<file path="src/rtl/sar_pkg.sv">
package sar_pkg;
   typedef enum logic {
      FMT_RJ  = 1'b0,
      FMT_I2S = 1'b1
   } fmt_e;

   // bit positions inside the synchronised pin bundle
   localparam int PIN_BCLK  = 0;
   localparam int PIN_WCLK  = 1;
   localparam int PIN_SDATA = 2;
   localparam int PIN_COUNT = 3;
endpackage

</file>
<file path="src/rtl/sar_sync.sv">
module sar_sync #(
   parameter int WIDTH  = 3,
   parameter int STAGES = 2
) (
   input  logic             clk,
   input  logic             rst_n,
   input  logic [WIDTH-1:0] pins_i,
   output logic [WIDTH-1:0] pins_o,
   output logic             rise0_o
);
   if (STAGES < 2) begin : g_bad_stages
      $error("sar_sync: STAGES must be at least 2");
   end
   if (WIDTH < 1) begin : g_bad_width
      $error("sar_sync: WIDTH must be at least 1");
   end

   logic [STAGES-1:0][WIDTH-1:0] chain;
   logic                         bit0_last;

   always_ff @(posedge clk) begin
      if (!rst_n) begin
         chain     <= '0;
         bit0_last <= 1'b0;
      end else begin
         chain     <= {chain[STAGES-2:0], pins_i};
         bit0_last <= chain[STAGES-1][0];
      end
   end

   assign pins_o  = chain[STAGES-1];
   assign rise0_o = chain[STAGES-1][0] & ~bit0_last;

   AST_RISE_ISOLATED: assert property (@(posedge clk) disable iff (!rst_n)
      rise0_o |=> !rise0_o);
endmodule

</file>
<file path="src/rtl/sar_frame.sv">
module sar_frame
   import sar_pkg::*;
#(
   parameter int SAMPLE_W = 16
) (
   input  logic                clk,
   input  logic                rst_n,
   input  logic                bit_rise_i,
   input  logic                ws_i,
   input  logic                sd_i,
   input  fmt_e                fmt_i,
   input  logic                swap_i,
   output logic [SAMPLE_W-1:0] left_o,
   output logic [SAMPLE_W-1:0] right_o,
   output logic                pair_valid_o
);
   localparam int CNT_W = $clog2(SAMPLE_W + 1);
   localparam logic [CNT_W-1:0] POS_LAST = CNT_W'(SAMPLE_W - 1);
   localparam logic [CNT_W-1:0] POS_SAT  = CNT_W'(SAMPLE_W);

   if (SAMPLE_W < 2) begin : g_bad_width
      $error("sar_frame: SAMPLE_W must be at least 2");
   end

   logic [SAMPLE_W-1:0] shreg;
   logic [SAMPLE_W-1:0] shifted;
   logic [CNT_W-1:0]    pos;
   logic                ws_last, slot_left, armed, valid_q;
   logic [1:0]          cfg_last;
   logic                cfg_chg, ws_edge, lvl_left;
   logic                cap, cap_left;
   logic [SAMPLE_W-1:0] cap_word;

   always_comb begin
      cfg_chg  = {fmt_i, swap_i} != cfg_last;
      ws_edge  = ws_i != ws_last;
      lvl_left = ws_i ^ swap_i;
      shifted  = {shreg[SAMPLE_W-2:0], sd_i};
      if (fmt_i == FMT_I2S) begin
         cap      = bit_rise_i && (pos == POS_LAST) && armed && !cfg_chg;
         cap_left = slot_left;
         cap_word = shifted;
      end else begin
         cap      = bit_rise_i && ws_edge && armed && !cfg_chg;
         cap_left = !lvl_left;
         cap_word = shreg;
      end
   end

   always_ff @(posedge clk) begin
      if (!rst_n) begin
         shreg     <= '0;
         pos       <= '0;
         ws_last   <= 1'b0;
         slot_left <= 1'b0;
         armed     <= 1'b0;
         cfg_last  <= 2'b00;
         valid_q   <= 1'b0;
      end else begin
         cfg_last <= {fmt_i, swap_i};
         valid_q  <= cap && !cap_left;
         if (bit_rise_i) begin
            shreg   <= shifted;
            ws_last <= ws_i;
            if (ws_edge) begin
               pos       <= '0;
               slot_left <= lvl_left;
            end else if (pos != POS_SAT) begin
               pos <= pos + 1'b1;
            end
         end
         if (cfg_chg)
            armed <= 1'b0;
         else if (bit_rise_i && ws_edge && lvl_left)
            armed <= 1'b1;
      end
   end

   // one holding register per channel: index 0 left, index 1 right
   for (genvar ch = 0; ch < 2; ch++) begin : g_chan
      logic [SAMPLE_W-1:0] hold;
      always_ff @(posedge clk) begin
         if (!rst_n)
            hold <= '0;
         else if (cap && (cap_left == (ch == 0)))
            hold <= cap_word;
      end
   end

   assign left_o       = g_chan[0].hold;
   assign right_o      = g_chan[1].hold;
   assign pair_valid_o = valid_q;

   AST_STROBE_SINGLE: assert property (@(posedge clk) disable iff (!rst_n)
      pair_valid_o |=> !pair_valid_o);
   AST_RIGHT_WITH_STROBE: assert property (@(posedge clk) disable iff (!rst_n)
      !$stable(right_o) |-> pair_valid_o);
   AST_DISARM_CFG: assert property (@(posedge clk) disable iff (!rst_n)
      !$stable({fmt_i, swap_i}) |=> !armed);
   AST_STROBE_ARMED: assert property (@(posedge clk) disable iff (!rst_n)
      pair_valid_o |-> armed);
   AST_POS_BOUND: assert property (@(posedge clk) disable iff (!rst_n)
      pos <= POS_SAT);
endmodule

</file>
<file path="src/rtl/serial_audio_rx.sv">
module serial_audio_rx
   import sar_pkg::*;
#(
   parameter int SAMPLE_W    = 16,
   parameter int SYNC_STAGES = 2
) (
   input  logic                clk,
   input  logic                rst_n,
   input  logic                bclk,
   input  logic                wclk,
   input  logic                sdata,
   input  logic                cfg_i2s,
   input  logic                cfg_swap_lr,
   output logic [SAMPLE_W-1:0] left_o,
   output logic [SAMPLE_W-1:0] right_o,
   output logic                pair_valid_o
);
   if (SAMPLE_W < 2) begin : g_bad_sample
      $error("serial_audio_rx: SAMPLE_W must be at least 2");
   end

   logic [PIN_COUNT-1:0] pins_raw, pins_s;
   logic                 bit_rise;
   fmt_e                 fmt;

   always_comb begin
      pins_raw            = '0;
      pins_raw[PIN_BCLK]  = bclk;
      pins_raw[PIN_WCLK]  = wclk;
      pins_raw[PIN_SDATA] = sdata;
   end

   assign fmt = cfg_i2s ? FMT_I2S : FMT_RJ;

   sar_sync #(
      .WIDTH  (PIN_COUNT),
      .STAGES (SYNC_STAGES)
   ) u_sync (
      .clk     (clk),
      .rst_n   (rst_n),
      .pins_i  (pins_raw),
      .pins_o  (pins_s),
      .rise0_o (bit_rise)
   );

   sar_frame #(
      .SAMPLE_W (SAMPLE_W)
   ) u_frame (
      .clk          (clk),
      .rst_n        (rst_n),
      .bit_rise_i   (bit_rise),
      .ws_i         (pins_s[PIN_WCLK]),
      .sd_i         (pins_s[PIN_SDATA]),
      .fmt_i        (fmt),
      .swap_i       (cfg_swap_lr),
      .left_o       (left_o),
      .right_o      (right_o),
      .pair_valid_o (pair_valid_o)
   );
endmodule

</file>
<file path="config.mk">
export PLATFORM = sky130hd
export DESIGN_NAME = serial_audio_rx
export DESIGN_NICKNAME = d
export VERILOG_FILES = /design/src/rtl/sar_pkg.sv /design/src/rtl/sar_sync.sv /design/src/rtl/sar_frame.sv /design/src/rtl/serial_audio_rx.sv
export SDC_FILE = /design/constraint.sdc
export NUM_CORES = 1
export LEC_CHECK = 0
export BUFFER_PORTS_ARGS = -buffer_cell sky130_fd_sc_hd__buf_2
export CORE_ASPECT_RATIO = 1.75
export CORE_MARGIN = 4
export CORE_UTILIZATION = 30
export DETAILED_ROUTE_END_ITERATION = 10
export GPL_TIMING_DRIVEN = 0
export PLACE_DENSITY = 0.5
export SLEW_MARGIN = 20
export SYNTH_ARGS = -nofsm -noshare
export SYNTH_HDL_FRONTEND = slang
export SYNTH_SLANG_ARGS = --single-unit
</file>
<file path="constraint.sdc">
create_clock -name clk -period 4.65 [get_ports clk]
set_input_delay 0.465 -clock clk [delete_from_list [all_inputs] [get_ports clk]]
set_output_delay 0.465 -clock clk [all_outputs]
set_load 0.02 [all_outputs]
</file>
==> metrics.md, run 1 <==
| Metric | Value |
|---|---|
| Post-CTS Setup Bufs | `0` |
| Clock buffer depth | `2` |
| Ant diodes | `0` |
| Cells along the critical path | `ha_1, and3_1, ha_1, inv_1, o21ai_0, o2111a_1, buf_6, buf_6, mux2i_1` |
| PwrDens | `371 nW/µm²` |
| NumNets Final | `~360` |
| Share of layout cells above drive strength 1 | `roughly 22%` |
| Hpwl dp | `between 4 and 5 mm` |
| Max-slew violations | `0` |
| Fin Setup TNS | `0 ps` |
| Routability cong. | `approximately 0.73` |
| Yosys warns | `0` |
| Minimum clock period | `around 2000 ps` |
| # IOs | `40` |
| Distinct cell type count after synthesis | `35` |
| Cell Rows | `46` |
| Worst Setup Path Type | `reg -> reg` |
| Total track usage | `about an eighth` |
| Worst skew pair latency | `~330 ps` |
| Reg2reg start | `u_frame.pos[1]` |
| Fin Clk Skew | `6.12 ps` |
| Sequential area share after synthesis | `between 40% and 50%` |
| Die height | `136 µm` |
| Htree depth | `3` |
| Reg2reg path depth | `9` |
| Largest net degree at the start of global routing | `11` |
| Worst IR drop on VDD | `0.174 mV` |
| Hold Crit Class | `in -> reg` |
| Initial Util | `just over 30%` |
| Stages on worst setup path | `9` |
| Synthesis-stage register bit count | `between 60 and 70` |
| Vias after detailed routing | `around 2.1k` |
| CTS tree | `built` |
| Syn avg cell area | `9.36 µm²` |
| Die width | `~81 µm` |
| Fin area | `between 3000 and 4000 µm²` |
| Asr flop ratio synth | `0%` |
| Slew margin rel. | `roughly 63%` |
| WP buf/inv | `3` |
| Nature of the critical path endpoint | `flop` |
| CTS Buf Count | `9` |
| Status | `completed` |
| Cell Area, Placed | `3150 µm²` |
| Leak | `~1.5 nW` |
| Max-cap violations | `0` |
| Root Driver | `clkbuf_16` |
| Die ar. | `approximately 11,000 µm²` |
| Vias in the first global route | `2,010` |
| Area growth syn-to-layout | `22.1%` |
| Worst-Margin Slew | `between 500 and 600 ps` |
| Cell family with the largest share of critical-path delay | `compound AO/OA/AOI/OAI gates` |
| CP Launch Point | `u_frame.pos[1]` |
| Port bufs | `37` |
| Pwr Total | `approximately 1.3 mW` |
| Hold_buf cts | `0` |
| Initial antenna violation count | `0` |
| GRT Residual Overflow | `0` |
| Tcrit/Tclk final | `43.4%` |
| Mapped cell area | `approximately 2800 µm²` |
| Setup crit end | `u_frame.left_o[13]` |
| First-pass GRT wire length | `9.77 mm` |
| DRT iter0 DRCs | `99` |
| Reg2Reg Setup Slack | `approximately 2600 ps` |
| CP max FO | `10` |
| Final setup viols | `0` |
| # clock sinks | `66` |
| Post-synth net total | `311` |
| Unrepaired setup endpoints after global routing | `no` |
| Post-route ant nets | `0` |
| Clock slew at reported path FFs | `~50 ps` |
| Synth Instances | `roughly 300` |
| Post-Route WL | `about 5.9 mm` |
| Primary FF master, synth | `dfxtp_1` |
| Pre-Repair DR Iteration Count | `6` |
| Setup crit start kind | `flop` |
| WP data arrival | `approximately 2300 ps` |
| Critical path's slowest cell | `dfxtp_1` |
| WP data required | `a little under 5000 ps` |
| EDFF count, synth | `0` |
| DR DRC count | `0` |
| Fmax | `roughly 500 MHz` |
| RR Endpoint | `u_frame.left_o[13]` |
| Vias per cell | `about 4.4` |
| Hold Violations, Final | `0` |
| Wire per inst | `12.6 µm` |
| Gates resized, CTS repair | `0` |
| Critical Path Max Stage Delay | `roughly 370 ps` |
| Floorplan core area | `roughly 9000 µm²` |
synthesized netlist by cell type (all sizes together) (3+ instances only):
| master | instances | area, µm² |
|---|---|---|
| mux2 | 16 | 180 |
| xor2 | 4 | 35.0 |
| and2 | 11 | 68.8 |
| ha | 3 | 37.5 |
| a21oi | 22 | 110 |
| clkbuf | 11 | 42.5 |
| a211oi | 3 | 27.5 |
| buf | 8 | 98.9 |
| inv | 7 | 26.3 |
| o21ai | 4 | 20.0 |
| nand2 | 87 | 327 |
| or3b | 3 | 26.3 |
| mux2i | 32 | 320 |
| dlygate4sd1 | 3 | 26.3 |
| dfxtp | 66 | 1320 |
routing by layer:
| layer | vias to the layer above | wire length [µm] | track usage (%) |
|---|---|---|---|
| met5 | - | 0 | 0 |
| met4 | 0 | 128 | 6.20 |
| met3 | 10 | 244 | 3.78 |
| met2 | 33 | 2960 | 19.6 |
| met1 | 952 | 2620 | 13.0 |
| li1 | 1094 | - | - |
power breakdown:
part | switching (mW) | internal (mW)
clock | 0.230 | 0.424
combinational | 0.0298 | 0.0164
sequential | 0.00356 | 0.571
final cells by class:
| cell class | count | area [µm²] |
|---|---|---|
| clock inverters | 3 | 40.0 |
| plain buffers | 22 | 168 |
| fillers | 966 | 5650 |
| clock buffers | 12 | 246 |
| repair buffers | 37 | 185 |
| inverters | 7 | 26.3 |
| flip-flops and latches | 66 | 1320 |
| multi-input cells | 206 | 1300 |
| well taps | 120 | 150 |
sequential cells by signal, summed over array words and instances (netlist names), 2 cells and up:
register	count
u_frame.right_o	16
u_sync.chain	3
u_frame.pos	5
u_frame.left_o	16
u_frame.cfg_last	2
u_sync.pins_o	3
u_frame.shreg	16
placed cells by master (no fill, tap or decap), types with 2 or more instances in the layout:
master and n:
nand2_1 87, dfxtp_1 66, buf_2 37, mux2i_1 32
a21oi_1 22, mux2_2 16, clkbuf_1 12, and2_1 11
clkbuf_16 9, inv_1 7, buf_6 7, xor2_1 4
o21ai_0 4, dlygate4sd1_1 3, ha_1 3, nand2b_1 2
nand3_1 2, nor2b_1 2, a211oi_1 2, or3b_1 2
nand3b_1 2, nor2_1 2, clkinv_2 2
how the worst min path moves through the flow:
stage | depth (start not counted) | to | slack [ps] | startpoint
final | 2 | u_sync.chain[0] | 340 | bclk
after global routing | 2 | u_sync.chain[2] | 350 | sdata
after CTS | 2 | u_sync.chain[1] | 330 | wclk
after detailed placement | 1 | u_sync.pins_o[2] | 420 | u_sync.chain[2]
after global placement | 1 | u_sync.pins_o[1] | 410 | u_sync.chain[1]
after floorplan | 1 | u_sync.pins_o[0] | 410 | u_sync.chain[0]
cell families (layout without fill, tap and decap cells):
| logic type | Yosys count | in the layout | share of synthesized area (%) |
|---|---|---|---|
| AO/OA/AOI/OAI | 35 | 35 | 7.50 |
| adder cells (fa/ha/maj) | 3 | 3 | 1.33 |
| multiplexers | 48 | 48 | 17.8 |
| flip-flops | 66 | 66 | 46.9 |
| XOR/XNOR | 4 | 4 | 1.24 |
| AND/OR/NAND/NOR | 116 | 116 | 18.4 |
| buffers and inverters | 29 | 81 | 6.88 |
stage by stage:
step	cells	utilization, %	hold WS [ps]	worst slack (ps)
after detailed placement	458	34.7	418	2590
after global routing	473	37.8	346	2470
after CTS	473	37.8	329	2580
final	473	37.8	340	2630
after floorplan	301	-	412	2760
after global placement	458	34.7	414	2590
No activity file was read; power rests on OpenSTA's default activity.
==> run 2: changes to the inputs <==
- PLACE_DENSITY: 0.5 -> 0.52
- clock period: 4.65 -> 1.81 ns (I/O delays scaled with it)
==> metrics.md, run 2 (synthesis gave the netlist of run 1 again) <==
| Metric | Value |
|---|---|
| Status | `completed` |
| Vias per cell | `~4.4` |
| Worst IR drop on VDD | `approximately 0.47 mV` |
| # clock sinks | `66` |
| Vias in the first global route | `2,084` |
| Share of layout cells above drive strength 1 | `29.0%` |
| Nature of the critical path endpoint | `flop` |
| WP data arrival | `between 1500 and 2000 ps` |
| Tcrit/Tclk final | `between 90% and 100%` |
| WP data required | `around 2000 ps` |
| Leak | `about 1.5 nW` |
| Fillcell total | `slightly below 1k` |
| Die width | `about 80 µm` |
| Routability cong. | `0.731` |
| Worst skew pair latency | `about 330 ps` |
| Hold Crit Class | `in -> reg` |
| Post-route ant nets | `0` |
| Port bufs | `37` |
| Initial antenna violation count | `0` |
| CTS Buf Count | `9` |
| Floorplan core area | `9090 µm²` |
| Max-slew violations | `0` |
| Fin Clk Skew | `6.07 ps` |
| Slew margin rel. | `around 64%` |
| Hpwl dp | `between 4 and 5 mm` |
| Pre-Repair DR Iteration Count | `6` |
| Crit-path most repeated cell | `buf_6` |
| NumNets Final | `371` |
| Total track usage | `approximately 12%` |
| Most common cell after layout, fill and taps aside | `nand2_1` |
| First-pass GRT wire length | `10.0 mm` |
| CTS tree | `built` |
| Most frequent cells in the layout | `nand2_1 (87), dfxtp_1 (62), buf_2 (37)` |
| PwrDens | `roughly 890 nW/µm²` |
| Worst Setup Path Type | `reg -> reg` |
| Cells along the critical path | `buf_6, or3b_4, a211oi_2, o2111ai_2, buf_6, clkbuf_16, mux2i_1` |
| Fin util | `about two fifths` |
| Clock buffer depth | `2` |
| Fmax | `570 MHz` |
| Critical path's slowest cell | `or3b_4` |
| Hold Violations, Final | `0` |
| Area growth syn-to-layout | `29.6%` |
| Critical Path Max Stage Delay | `approximately 370 ps` |
| Ant diodes | `0` |
| Wire per inst | `13.2 µm` |
| Fin Setup TNS | `0 ps` |
| Htree depth | `3` |
| Max-cap violations | `0` |
| Vias after detailed routing | `between 2k and 2.5k` |
| Worst-Margin Slew | `around 540 ps` |
| Post-Route WL | `around 6.4 mm` |
| GRT Residual Overflow | `0` |
| Root Driver | `clkbuf_16` |
| # IOs | `40` |
| Largest net degree at the start of global routing | `12` |
| Initial Util | `between 30% and 40%` |
| CP max FO | `7` |
| Unrepaired setup endpoints after global routing | `yes` |
| DRT iter0 DRCs | `98` |
| Clock slew at reported path FFs | `approximately 50 ps` |
| DR DRC count | `0` |
| Cell Rows | `46` |
| Minimum clock period | `1750 ps` |
| Cell family with the largest share of critical-path delay | `buffers and inverters` |
| Die ar. | `about 11,000 µm²` |
| Setup crit start kind | `flop` |
| Final setup viols | `0` |
| WP buf/inv | `3` |
| Die height | `~140 µm` |
run 2: path summary, 6_finish.rpt:
kind,from,endpoint,slack [ps],cells after the start
max,u_frame.ws_last,u_frame.right_o[14],60,7
min,wclk,u_sync.chain[1],50,2
max reg2reg,u_frame.ws_last,u_frame.right_o[14],60,7
min reg2reg,u_sync.chain[1],u_sync.pins_o[1],430,1
run 2: timing repair:
item,4_1_cts,5_1_grt
cloned,0,2
hold buffers,0,0
pin swaps,0,6
endpoints found under the setup margin,20,36
gates resized for setup,5,17
buffers inserted,1,9
run 2: per-layer routing:
| layer | vias up | track usage [%] | wire, µm |
|---|---|---|---|
| met5 | - | 0 | 0 |
| met2 | 36 | 20.0 | 3390 |
| met1 | 997 | 13.1 | 2580 |
| met3 | 9 | 4.18 | 290 |
| met4 | 0 | 7.14 | 131 |
| li1 | 1120 | - | - |
run 2: area by class of cell:
class,count,area (µm²),area share [%]
Timing Repair Buffer,49,323,8.84
Clock buffer,12,267,7.30
Inverter,7,26.3,0.719
Sequential cell,66,1330,36.5
Clock inverter,4,25.0,0.685
Buffer,22,178,4.86
Multi-Input combinational cell,206,1350,37.0
Tap cell,120,150,4.11
run 2: worst reg2reg max path: stages (launching register included):
cell       delay [ps]
dfxtp_2           310
buf_6             120
or3b_4            380
a211oi_2          260
o2111ai_2         130
buf_6             180
clkbuf_16         160
mux2i_1           110
run 2: power breakdown:
| part | total, mW | internal [mW] | switching (mW) |
|---|---|---|---|
| Sequential | 1.48 | 1.47 | 0.00966 |
| Clock | 1.65 | 1.03 | 0.617 |
| Combinational | 0.125 | 0.0453 | 0.0798 |
| Total | 3.25 | 2.54 | 0.706 |
run 2: per-stage QoR:
stage	cell area (µm²)	hold slack (ps)	std cells	power [mW]	worst slack, ps
finish	3650	54.4	486	3.25	55.5
global route	3650	48.3	486	3.39	-29.9
CTS	3480	42.4	475	3.30	9.36
detailed placement	3150	391	458	1.63	-182
global placement	3150	386	458	1.63	-149
floorplan	2820	308	301	1.59	70.9
